[src/rtl/pfail_pkg.sv]
package pfail_pkg;
  typedef enum logic [1:0] {
    ST_NORMAL  = 2'd0,
    ST_PROTECT = 2'd1,
    ST_BATTERY = 2'd2,
    ST_RECOVER = 2'd3
  } pf_state_t;
endpackage

[src/rtl/pfail_fsm.sv]
module pfail_fsm
  import pfail_pkg::*;
#(
  parameter int RECOVERY_CYCLES = 1000
) (
  input  logic      clk,
  input  logic      rst_n,
  input  logic      sup_hi,
  input  logic      sup_lo,
  input  logic      sup_sw,
  input  logic      ce_n,
  output pf_state_t state,
  output logic      access_ok
);
  localparam int CW = $clog2(RECOVERY_CYCLES + 1);
  localparam logic [CW-1:0] CNT_END = CW'(RECOVERY_CYCLES);

  pf_state_t     st_q, st_d;
  logic [CW-1:0] cnt_q, cnt_d;
  logic          cnt_en;
  logic          sup_ok;

  assign sup_ok = sup_hi && sup_lo;

  always_comb begin
    st_d   = st_q;
    cnt_d  = cnt_q;
    cnt_en = 1'b0;
    if (!sup_sw) begin
      st_d = ST_BATTERY;
    end else begin
      case (st_q)
        ST_NORMAL:  if (!sup_ok) st_d = ST_PROTECT;
        ST_PROTECT: if (sup_ok) begin
                      st_d   = ST_RECOVER;
                      cnt_d  = '0;
                      cnt_en = 1'b1;
                    end
        ST_BATTERY: st_d = ST_PROTECT;
        ST_RECOVER: begin
          if (!sup_ok) begin
            st_d = ST_PROTECT;
          end else if (cnt_q == CNT_END) begin
            if (ce_n) st_d = ST_NORMAL;
          end else begin
            cnt_d  = cnt_q + 1'b1;
            cnt_en = 1'b1;
          end
        end
        default: st_d = ST_PROTECT;
      endcase
    end
  end

  always_ff @(posedge clk or negedge rst_n) begin
    if (!rst_n) begin
      st_q <= ST_PROTECT;
    end else begin
      st_q <= st_d;
    end
  end

  always_ff @(posedge clk or negedge rst_n) begin
    if (!rst_n) begin
      cnt_q <= '0;
    end else if (cnt_en) begin
      cnt_q <= cnt_d;
    end
  end

  assign state     = st_q;
  assign access_ok = (st_q == ST_NORMAL) && sup_ok;

  // losing the upper flag in NORMAL lands in PROTECT
  a_r3_drop_to_protect: assert property (@(posedge clk) disable iff (!rst_n)
    (st_q == ST_NORMAL && sup_sw && !sup_hi) |=> (st_q == ST_PROTECT));

  // a drop during recovery restarts from PROTECT
  a_r6_recover_restart: assert property (@(posedge clk) disable iff (!rst_n)
    (st_q == ST_RECOVER && sup_sw && !sup_hi) |=> (st_q == ST_PROTECT));

  // NORMAL is entered only from RECOVER with chip enable idle
  a_r7_idle_entry: assert property (@(posedge clk) disable iff (!rst_n)
    (st_q == ST_NORMAL && $past(st_q) != ST_NORMAL)
      |-> ($past(st_q) == ST_RECOVER && $past(ce_n)));
endmodule

[src/rtl/pfail_array.sv]
module pfail_array #(
  parameter int ADDR_W = 4,
  parameter int DATA_W = 8
) (
  input  logic              clk,
  input  logic              wr_en,
  input  logic [ADDR_W-1:0] addr,
  input  logic [DATA_W-1:0] wdata,
  output logic [DATA_W-1:0] rdata
);
  localparam int DEPTH = 1 << ADDR_W;

  logic [DATA_W-1:0] mem_q [DEPTH];

  for (genvar i = 0; i < DEPTH; i++) begin : g_word
    logic hit;
    assign hit = wr_en && (addr == ADDR_W'(i));
    always_ff @(posedge clk) begin
      if (hit) mem_q[i] <= wdata;
    end
  end

  assign rdata = mem_q[addr];
endmodule

[src/rtl/pfail_guard.sv]
module pfail_guard
  import pfail_pkg::*;
#(
  parameter int ADDR_W          = 4,
  parameter int DATA_W          = 8,
  parameter int RECOVERY_CYCLES = 1000
) (
  input  logic              clk,
  input  logic              rst_n,
  input  logic              sup_hi,
  input  logic              sup_lo,
  input  logic              sup_sw,
  input  logic              ce_n,
  input  logic              we_n,
  input  logic              oe_n,
  input  logic [ADDR_W-1:0] addr,
  input  logic [DATA_W-1:0] wdata,
  output logic [DATA_W-1:0] rdata,
  output logic              rdata_oe,
  output logic              batt_sel,
  output logic              wprot,
  output logic [1:0]        state_o
);
  pf_state_t         state;
  logic              access_ok;
  logic              wr_en;
  logic [DATA_W-1:0] arr_rdata;

  pfail_fsm #(.RECOVERY_CYCLES(RECOVERY_CYCLES)) u_fsm (
    .clk       (clk),
    .rst_n     (rst_n),
    .sup_hi    (sup_hi),
    .sup_lo    (sup_lo),
    .sup_sw    (sup_sw),
    .ce_n      (ce_n),
    .state     (state),
    .access_ok (access_ok)
  );

  assign wr_en = access_ok && !ce_n && !we_n;

  pfail_array #(.ADDR_W(ADDR_W), .DATA_W(DATA_W)) u_arr (
    .clk   (clk),
    .wr_en (wr_en),
    .addr  (addr),
    .wdata (wdata),
    .rdata (arr_rdata)
  );

  assign rdata_oe = access_ok && !ce_n && !oe_n && we_n;
  assign rdata    = rdata_oe ? arr_rdata : '0;
  assign batt_sel = (state == ST_BATTERY);
  assign wprot    = !access_ok;
  assign state_o  = state;

  // outside NORMAL the read pins stay undriven
  a_r2_quiet_outputs: assert property (@(posedge clk) disable iff (!rst_n)
    (state_o != 2'd0) |-> (!rdata_oe && rdata == '0));

  // switchover flag low selects the backup source on the next edge
  a_r4_backup_on: assert property (@(posedge clk) disable iff (!rst_n)
    !sup_sw |=> batt_sel);

  // switchover flag back releases the backup source
  a_r4_backup_off: assert property (@(posedge clk) disable iff (!rst_n)
    (batt_sel && sup_sw) |=> (!batt_sel && state_o == 2'd1));
endmodule

[config.mk]
export PLATFORM = sky130hd
export DESIGN_NAME = pfail_guard
export DESIGN_NICKNAME = d
export VERILOG_FILES = /design/src/rtl/pfail_pkg.sv /design/src/rtl/pfail_fsm.sv /design/src/rtl/pfail_array.sv /design/src/rtl/pfail_guard.sv
export SDC_FILE = /design/constraint.sdc
export NUM_CORES = 1
export LEC_CHECK = 0
export BUFFER_PORTS_ARGS = -buffer_cell sky130_fd_sc_hd__buf_2
export CELL_PAD_IN_SITES_DETAIL_PLACEMENT = 0
export CELL_PAD_IN_SITES_GLOBAL_PLACEMENT = 1
export CORE_UTILIZATION = 50
export CTS_BUF_LIST = sky130_fd_sc_hd__clkbuf_2 sky130_fd_sc_hd__clkbuf_4 sky130_fd_sc_hd__clkbuf_8
export CTS_CLUSTER_DIAMETER = 120
export DETAILED_ROUTE_END_ITERATION = 16
export GPL_TIMING_DRIVEN = 0
export PLACE_DENSITY_LB_ADDON = 0.2
export REMOVE_ABC_BUFFERS = 1
export SLEW_MARGIN = 5
export SYNTH_ARGS = -nofsm -noshare
export SYNTH_HDL_FRONTEND = slang
export SYNTH_SLANG_ARGS = --single-unit
[constraint.sdc]
create_clock -name clk -period 2.3 [get_ports clk]
set_clock_uncertainty 0.2 [all_clocks]
set_input_delay 0.46 -clock clk [delete_from_list [all_inputs] [get_ports clk]]
set_output_delay 0.46 -clock clk [all_outputs]
set_load 0.1 [all_outputs]
==> results of run 1 <==
[worst max path at each step]
stage,endpoint,startpoint,cells past startpoint,slack (ps)
floorplan,rdata[0],u_fsm.state[1],3,-1910
global placement,rdata[7],addr[0],6,-1130
detailed placement,rdata[7],addr[0],6,-1150
CTS,rdata[0],u_fsm.state[1],4,-600
global route,rdata[0],u_fsm.state[1],4,-610
finish,rdata[0],u_fsm.state[1],4,-550
[power by group]
| group | leakage, nW | internal (W) | switching [W] |
|---|---|---|---|
| Sequential | 1.31 | 0.00279 | 0.0000194 |
| Clock | 0.218 | 0.00129 | 0.000884 |
| Combinational | 0.791 | 0.000120 | 0.000206 |
[stage by stage]
step	util [%]	total power, W	instances	setup slack, ps	cell area [µm²]
2_1_floorplan	-	0.003030	288	-1914	5719
3_3_place_gp	53.28	0.003160	463	-1126	6058
3_5_place_dp	53.33	0.003167	463	-1146	6063
4_1_cts	59.80	0.005349	503	-602.7	6799
5_1_grt	62.41	0.005498	517	-606.9	7096
6_report	62.41	0.005310	517	-546.4	7096
[area by class of cell]
type,instances,area [µm²]
clock buffers,18,241.5
clock inverters,14,200.2
fillers,795,4274
inverters,5,21.27
multi-input cells,144,1724
flip-flops and latches,140,4146
well taps,143,178.9
repair buffers,53,583.1
[Yosys cell counts, types with 2 or more instances]
cell and n:
edfxtp_1 128, mux4_2 32, nor2_1 18, a211oi_2 15, dfrtp_1 11, nand2_1 9
mux2i_1 8, nor2b_1 8, nand3_1 6, clkbuf_1 5, inv_1 5, buf_6 4
nor3_1 4, o21ai_0 4, a21o_1 3, buf_4 3, nand2b_1 3, nand3b_1 3
nand4_1 3, xnor2_1 3, a21oi_1 2, buf_2 2, ha_1 2, nor3_2 2
nor4_1 2, o31ai_1 2
[registers in the layout, indices dropped and copies added (netlist names)]
name and flops:
u_arr.mem_q 128, u_fsm.cnt_q 10, u_fsm.state 2
[layer usage]
metal	global-route usage (%)	part of all wire (%)
met3	4.979	3.8
met4	5.429	0.54
met2	30.98	49
met5	0	0
met1	29.26	46
[cells by family (layout without fill, tap and decap cells)]
family          count (synthesis)  count (layout)  synth area share (%)
flops                         140             140                 71.23
compound gates                 29              29                 4.838
mux                            41              41                 13.95
xor+xnor                        3               3                0.4516
fa+ha+maj                       2               2                0.4299
simple gates                   68              69                 7.052
buf+inv                        20              90                 2.043
[repair_timing]
action,4_1_cts,5_1_grt
endpoints found under the hold margin,12,0
cloned,1,0
setup endpoints to repair,139,129
gates resized for setup,57,14
pin swaps,6,12
hold buffers,1,0
setup buffers,6,14
[placed cells by master, fill, tap and decap left out, types with 4 or more instances in the layout]
cell type,instances
edfxtp_1,128
mux4_2,32
buf_2,20
clkbuf_8,18
buf_12,16
a211oi_2,12
nor2_4,11
dfrtp_1,10
nand2_1,9
mux2i_1,8
nor2b_1,8
buf_4,8
buf_6,7
nor2_1,6
nand3_1,5
bufinv_16,5
inv_1,4
nor3_4,4
o21ai_0,4
==> flow_summary.yaml, run 1 <==
sta:
  max_freq_ghz: 0.3513
  post-route-period-util_pct: 123.8
  final-hold-violation-count: 0
  drv_slew: 0
  fin_ws_ps: -546.4
  tns_ps: -4262
  relSlewSlack_pct: 46.25
  period_needed_ps: 2846
  tightestPinTransition_ps: 806.2
  rsz0062_at_grt: "yes"
  final-setup-viol-count: 9
  worst_hold_slack_ps: 68.52
pwr:
  p_per_area_nw_per_um2: 748.3
  vdd_drop_max_v: 0.0005110
  power.leakage_nw: 2.317
die:
  design.die.area_um2: 12070
  initial_core_util_pct: 51.18
  die_x_um: 109.9
  num_io_pins: 33
  core-area_um2: 11370
  die_y_um: 109.9
  fp-row-count: 39
placed_design:
  port-buffer-count: 32
  gp_congestion: 0.7322
  dpl.hpwl_um: 6492
yosys:
  ys_seq_area_share_pct: 71.23
  synthCells: 303
  ys_ff_latch: 140
  synth-edff-count: 128
  synthTopCellsByArea: "edfxtp_1 (66%), mux4_2 (12%), dfrtp_1 (4.7%)"
  synthArstFlopShare_pct: 8.571
  ys.flop_type: "edfxtp_1"
  synth.avg_cell_area_um2: 19.21
  netlist_area_um2: 5819
  synth.top_cell.area_share_pct: 66.05
  synth.distinct_cells: 42
  yosysWarnings: 0
  yosys.area.top_type: "edfxtp_1"
critical_path:
  regToRegSetupSlack_ps: 10
  critical-path-max-stage-delay_ps: 610
  start_kind: "flip-flop"
  cp.arrival_ps: 2190
  cp_top_family: "simple AND/OR/NAND/NOR gates"
  slowest_stage: "or4b_4"
  reg2reg_to: "u_arr.mem_q[0][1]"
  r2r-start: "u_fsm.state[1]"
  crit_type: "flip-flop to primary output"
  r2r_cells: 5
  crit_path_end_kind: "primary output"
  path_buf_inv: 1
  crit_fanout: 5
  worstPathCellList: "nand4bb_4, or4b_4, a211oi_4, buf_12"
  cp.required_ps: 1640
clock_network:
  cts_root_buf: "clkbuf_8"
  h-tree-depth: 4
  cts_buffer_depth: 2
  path_clk_slew_ps: 70
  cts_buffers: 17
  clock_latency_ps: 420
  clock_sinks: 140
  cts_tree: "built"
detailed_routing:
  wirelength_um: 11410
  routed-via-count: 2991
  vias_per_cell: 5.785
  firstDrtPassIters: 4
  drc_errors: 0
  ant_nets: 0
  drt_iter0_markers: 199
  wl_per_cell_um: 22.07
finish:
  area_delta_synth_final_pct: 21.93
  nNetsFinal: 383
  num_antenna_cells: 0
  drive_gt1_share_pct: 41.98
global_route:
  grtUsageTotal_pct: 20.29
  antenna_found_initial: 0
  grt_overflow_total: 0
  grt_max_degree: 40
  grt_pass1_vias: 2868
  grt_pass1_wl_um: 16880
worst_hold_path:
  min_from: "sup_sw"
  hp-class: "input pin to flip-flop"
  hold_depth: 2
  whs_endpoint: "u_fsm.state[1]"
outcome:
  violations: "negative setup slack"
  status: "complete, but fails checks"
run:
  maxCapViolCount: 0
(Power assumes the default switching activity.)
==> run 2: changes to the inputs <==
--- a/config.mk
+++ b/config.mk
@@ -8,7 +8,7 @@
 export BUFFER_PORTS_ARGS = -buffer_cell sky130_fd_sc_hd__buf_2
 export CELL_PAD_IN_SITES_DETAIL_PLACEMENT = 0
 export CELL_PAD_IN_SITES_GLOBAL_PLACEMENT = 1
-export CORE_UTILIZATION = 50
+export CORE_UTILIZATION = 49
 export CTS_BUF_LIST = sky130_fd_sc_hd__clkbuf_2 sky130_fd_sc_hd__clkbuf_4 sky130_fd_sc_hd__clkbuf_8
 export CTS_CLUSTER_DIAMETER = 120
 export DETAILED_ROUTE_END_ITERATION = 16
@@ -18,4 +18,5 @@
 export SLEW_MARGIN = 5
 export SYNTH_ARGS = -nofsm -noshare
 export SYNTH_HDL_FRONTEND = slang
+export SYNTH_HIERARCHICAL = 1
 export SYNTH_SLANG_ARGS = --single-unit
==> run 2 against run 1 <==
The flow still finishes with violations (negative setup slack). Non-clock buffer count down 9. Synthesized area down 2.8%. Clock-buffer cell count did not move. Sequential cell count unchanged. Sequential share of layout area increased by 2.6 points.
==> flow_summary.yaml, run 2 <==
pwr:
  power.leakage_nw: 2.243
  vdd_drop_max_v: 0.0005765
  p_per_area_nw_per_um2: 732.3
critical_path:
  crit_fanout: 1
  cp.arrival_ps: 1960
  r2r_cells: 6
  reg2reg_to: "u_arr/mem_q[0][7]"
  crit_path_end_kind: "primary output"
  r2r-start: "u_fsm/state[0]"
  start_kind: "flip-flop"
  cp.required_ps: 1640
  crit_type: "flip-flop to primary output"
  regToRegSetupSlack_ps: 30
finish:
  top_register: "u_arr/mem_q"
  num_antenna_cells: 0
  nNetsFinal: 381
  largest_reg_flops: 128
  final_cell_mix: "edfxtp_1 (128), mux4_2 (32), buf_2 (20), clkbuf_8 (17), nand2_1 (14)"
  fin_cells: 510
  final_common_cell: "edfxtp_1"
  area_delta_synth_final_pct: 19.94
  drive_gt1_share_pct: 37.03
sta:
  worst_hold_slack_ps: 67.38
  post-route-period-util_pct: 113.7
  max_freq_ghz: 0.3823
  rsz0062_at_grt: "yes"
  fin_ws_ps: -315.6
  final-setup-viol-count: 9
  period_needed_ps: 2616
  relSlewSlack_pct: 60.45
  final-hold-violation-count: 0
  tightestPinTransition_ps: 590.6
  drv_slew: 0
  tns_ps: -2249
placed_design:
  gp_congestion: 0.7774
  dpl.hpwl_um: 6677
  port-buffer-count: 32
  pre_cts_slack_ps: -1284
  placedCellCount: 468
clock_network:
  path_clk_slew_ps: 70
  h-tree-depth: 4
  clock_latency_ps: 430
  cts_buffers: 17
  cts_root_buf: "clkbuf_8"
  clock_sinks: 140
  cts_tree: "built"
  cts_buffer_depth: 2
die:
  num_io_pins: 33
  design.die.area_um2: 11980
  fp-row-count: 38
  initial_core_util_pct: 51.30
  die_y_um: 109.5
  core-area_um2: 11030
  die_x_um: 109.5
yosys:
  synth_common_cells: "edfxtp_1 (128), mux4_2 (32), nor2_1 (22)"
  yosys.area_share.adder_pct: 0.4422
  synth-edff-count: 128
  synth_most_common_cell: "edfxtp_1"
  synth_xor_area_share_pct: 0.6191
  synthCells: 309
  ys.flop_type: "edfxtp_1"
  synth.avg_cell_area_um2: 18.31
  synth.top_cell.area_share_pct: 67.92
  synthArstFlopShare_pct: 8.571
  yosys.area.top_type: "edfxtp_1"
  ys_ff_latch: 140
  synth_mux_area_share_pct: 12.73
  synthTopCellsByArea: "edfxtp_1 (68%), mux4_2 (13%), dfrtp_1 (4.9%)"
  synth_compound_area_share_pct: 3.250
  netlist_area_um2: 5659
  ys_seq_area_share_pct: 73.25
  yosysWarnings: 6
  synth.distinct_cells: 38
  synth_top_family_by_area: "multiplexers"
  synthSimpleGateAreaFrac_pct: 7.915
global_route:
  grt_overflow_total: 0
  grt_pass1_vias: 2999
  antenna_found_initial: 0
  grt_max_degree: 40
  grtUsageTotal_pct: 20.46
  grt_pass1_wl_um: 16530
detailed_routing:
  drt_iter0_markers: 210
  routed-via-count: 2937
  drc_errors: 0
  wirelength_um: 10850
  vias_per_cell: 5.759
  wl_per_cell_um: 21.26
  firstDrtPassIters: 4
  ant_nets: 0
worst_hold_path:
  min_from: "sup_sw"
  hp-class: "input pin to flip-flop"
  whs_endpoint: "u_fsm/state[1]"
  hold_depth: 2
run:
  maxCapViolCount: 0
outcome:
  violations: "negative setup slack"
  status: "complete, but fails checks"
## run 2: worst max-delay path, stage by stage, from the launching register on
cell and delay [ps]:
edfxtp_1 360, mux4_2 470, a22oi_1 250, nand2_2 100, and2_1 180, buf_12 170
## run 2: power by group
group	leakage (nW)	switching [W]	total [W]	internal, W
registers	1.31	0.0000358	0.00284	0.00280
logic	0.758	0.000214	0.000351	0.000137
clock network	0.179	0.000849	0.00178	0.000934
## run 2: repair_timing
action	CTS	global route
endpoints found under the hold margin	12	0
cloned	1	0
endpoints found under the setup margin	137	112
pin swaps	13	7
buffers inserted	6	4
hold buffers	1	0
resized for setup	83	11
## run 2: worst max-delay path by stage
stage	endpoint	from	slack, ps
2_1_floorplan	u_arr/mem_q[0][0]	u_fsm/state[1]	-1470
3_3_place_gp	u_arr/mem_q[0][1]	sup_hi	-1330
3_5_place_dp	u_arr/mem_q[0][1]	sup_hi	-1280
4_1_cts	rdata[0]	u_arr/mem_q[11][0]	-360
5_1_grt	rdata[0]	u_arr/mem_q[11][0]	-400
6_report	rdata[7]	u_arr/mem_q[3][7]	-320
## run 2: area by class of cell
class	count	area (µm²)
flip-flops and latches	140	4146
well taps	140	175.2
fillers	801	4243
multi-input cells	150	1625
clock buffers	18	241.5
repair buffers	44	470.5
inverters	6	22.52
clock inverters	12	106.4
## run 2: metrics by stage
| step | instance area, µm² | utilization (%) | power (W) |
|---|---|---|---|
| 6_report | 6788 | 61.54 | 0.004971 |
| 5_1_grt | 6788 | 61.54 | 0.005158 |
| 4_1_cts | 6668 | 60.45 | 0.005012 |
| 3_5_place_dp | 5916 | 53.63 | 0.003199 |
| 3_3_place_gp | 5916 | 53.63 | 0.003191 |
| 2_1_floorplan | 5580 | - | 0.003064 |
## run 2: per-layer routing
metal / vias up / GRT usage [%] / part of all wire (%) / wire length (µm)
li1: 1348 / - / - / -
met1: 1519 / 26.27 / 43 / 4682
met2: 63 / 32.57 / 51 / 5583
met3: 7 / 6.283 / 4.2 / 458
met4: 0 / 8.571 / 1.1 / 120
met5: - / 0 / 0 / 0
## run 2: cell families after synthesis
group | after synthesis
mux | 32
flops | 140
fa+ha+maj | 2
xor+xnor | 4
compound gates | 26
simple gates | 86
buf+inv | 19
==> run 3: changes to the inputs <==
--- a/config.mk
+++ b/config.mk
@@ -8,6 +8,7 @@
 export BUFFER_PORTS_ARGS = -buffer_cell sky130_fd_sc_hd__buf_2
 export CELL_PAD_IN_SITES_DETAIL_PLACEMENT = 0
 export CELL_PAD_IN_SITES_GLOBAL_PLACEMENT = 1
+export CORE_ASPECT_RATIO = 1.5
 export CORE_UTILIZATION = 49
 export CTS_BUF_LIST = sky130_fd_sc_hd__clkbuf_2 sky130_fd_sc_hd__clkbuf_4 sky130_fd_sc_hd__clkbuf_8
 export CTS_CLUSTER_DIAMETER = 120
==> run 3 against run 2 <==
The run still ends with negative setup slack left. Critical endpoint is now rdata[3]. Sequential share of layout area shrank 2.6 points. Highest routed layer unchanged. Worst hold slack worse by 36 ps. Power is 1.9% higher. Cell count rose by 5.1%. Largest cell class unchanged. Design area increased by 4.4%.
==> flow_summary.yaml, run 3 (synthesis results as in run 2) <==
outcome:
  status: "complete, but fails checks"
  violations: "negative setup slack"
global_route:
  antenna_found_initial: 0
  grt.busiest_layer: "met2"
  use_met3_pct: 4.680
  grtUsageTotal_pct: 21.23
  grt_pass1_vias: 3148
  grt.met2_usage_pct: 37.82
  grt.met1_usage_pct: 24.91
  grt_overflow_total: 0
  grt_pass1_wl_um: 17950
  grt_max_degree: 40
pwr:
  internal-power_w: 0.003748
  p_switching_w: 0.001318
  clkPwrFrac_pct: 36.9
  switching_share_pct: 26.01
  combPwrFrac_pct: 7.1
  pwr-share-seq_pct: 56.0
  power.leakage_nw: 2.377
  p_per_area_nw_per_um2: 715.1
  power_w: 0.005066
  vdd_drop_max_v: 0.0005551
detailed_routing:
  drt_iter0_markers: 248
  vias_per_cell: 5.851
  wl_per_cell_um: 22.10
  routed-via-count: 3136
  wirelength_um: 11840
  ant_nets: 0
  drc_errors: 0
  firstDrtPassIters: 4
critical_path:
  crit_path_end_kind: "primary output"
  crit_type: "flip-flop to primary output"
  setup.worst_path.start: "u_arr/mem_q[3][3]"
  r2r-start: "u_fsm/state[0]"
  cp.arrival_ps: 1960
  crit_fanout: 1
  start_kind: "flip-flop"
  cp.required_ps: 1640
clock_network:
  path_clk_slew_ps: 90
  clock_sinks: 140
  cts_root_buf: "clkbuf_8"
  cts_buffers: 17
  cts_buffer_depth: 2
  cts_tree: "built"
  clock_latency_ps: 440
  h-tree-depth: 4
placed_design:
  port-buffer-count: 32
  dpl.hpwl_um: 7037
  placedCellCount: 475
  gp_congestion: 0.7708
sta:
  drv_slew: 0
  relSlewSlack_pct: 61.38
  max_freq_ghz: 0.3814
  fin_ws_ps: -321.7
  worst_hold_slack_ps: 31.14
  final-hold-violation-count: 0
  final-setup-viol-count: 81
  rsz0062_at_grt: "yes"
  post-route-period-util_pct: 114.0
  period_needed_ps: 2622
  tightestPinTransition_ps: 576.7
die:
  design.die.area_um2: 11990
  initial_core_util_pct: 50.92
  fp-row-count: 47
  die_x_um: 89.75
  core-area_um2: 11110
  die_y_um: 133.6
  num_io_pins: 33
worst_hold_path:
  hp-class: "input pin to flip-flop"
  min_from: "sup_sw"
run:
  maxCapViolCount: 0
finish:
  final_cell_mix: "edfxtp_1 (128), mux4_2 (32), buf_2 (20), clkbuf_8 (17), buf_12 (17)"
  final_common_cell: "edfxtp_1"
  area_delta_synth_final_pct: 25.18
  num_antenna_cells: 0
  drive_gt1_share_pct: 42.67
  top_register: "u_arr/mem_q"
  largest_reg_flops: 128
  fin_cells: 536
  nNetsFinal: 398
## run 3: final cells by class
class	instances	area [µm²]
clock inverters	15	146.4
multi-input cells	151	1650
well taps	147	183.9
inverters	6	25.02
clock buffers	17	234.0
fillers	757	4030
repair buffers	60	698.2
flip-flops and latches	140	4146
## run 3: path summary, 6_finish.rpt
check / end / slack, ps / cells after the start
max in group asynchronous: u_fsm/state[0] / 1380 / 2
hold reg to reg: u_fsm/cnt_q[9] / 360 / 2
setup / recovery: rdata[3] / -320 / 5
min in group asynchronous: u_fsm/cnt_q[5] / 230 / 2
hold / removal: u_fsm/state[1] / 30 / 2
setup reg to reg: u_arr/mem_q[12][4] / -190 / 7
## run 3: timing repair
action / CTS / global route
resized for setup: 98 / 6
buffers inserted: 14 / 12
cloned: 2 / 0
endpoints found under the setup margin: 138 / 137
pin swaps: 27 / 15
endpoints found under the hold margin: 12 / 0
hold buffers: 1 / 0
## run 3: through the flow
stage	worst slack [ps]	setup TNS (ps)	util, %	instance area [µm²]
floorplan	-1474	-147440	-	5580
global placement	-1451	-131270	53.30	5924
detailed placement	-1352	-128930	53.44	5939
CTS	-328.8	-4193	62.06	6898
global route	-423.6	-17170	63.74	7084
finish	-321.7	-8864	63.74	7084
## run 3: power groups by stage
stage | Clock [W] | Combinational [W] | Sequential [W]
global placement | 0 | 0.000299 | 0.00289
floorplan | 0 | 0.000163 | 0.00290
finish | 0.00187 | 0.000359 | 0.00284
global route | 0.00203 | 0.000389 | 0.00284
detailed placement | 0 | 0.000309 | 0.00290
CTS | 0.00192 | 0.000357 | 0.00284
## run 3: critical path, cell delays in order, from the launching register on
cell	delay [ps]
edfxtp_1	360
mux4_2	490
a22oi_2	230
nand2_1	110
and2_1	160
buf_6	180
## run 3: metal layers
layer / wire, µm / part of all wire (%)
met3: 597 / 5.0
met4: 178 / 1.5
met1: 4381 / 37
met5: 0 / 0
met2: 6687 / 56
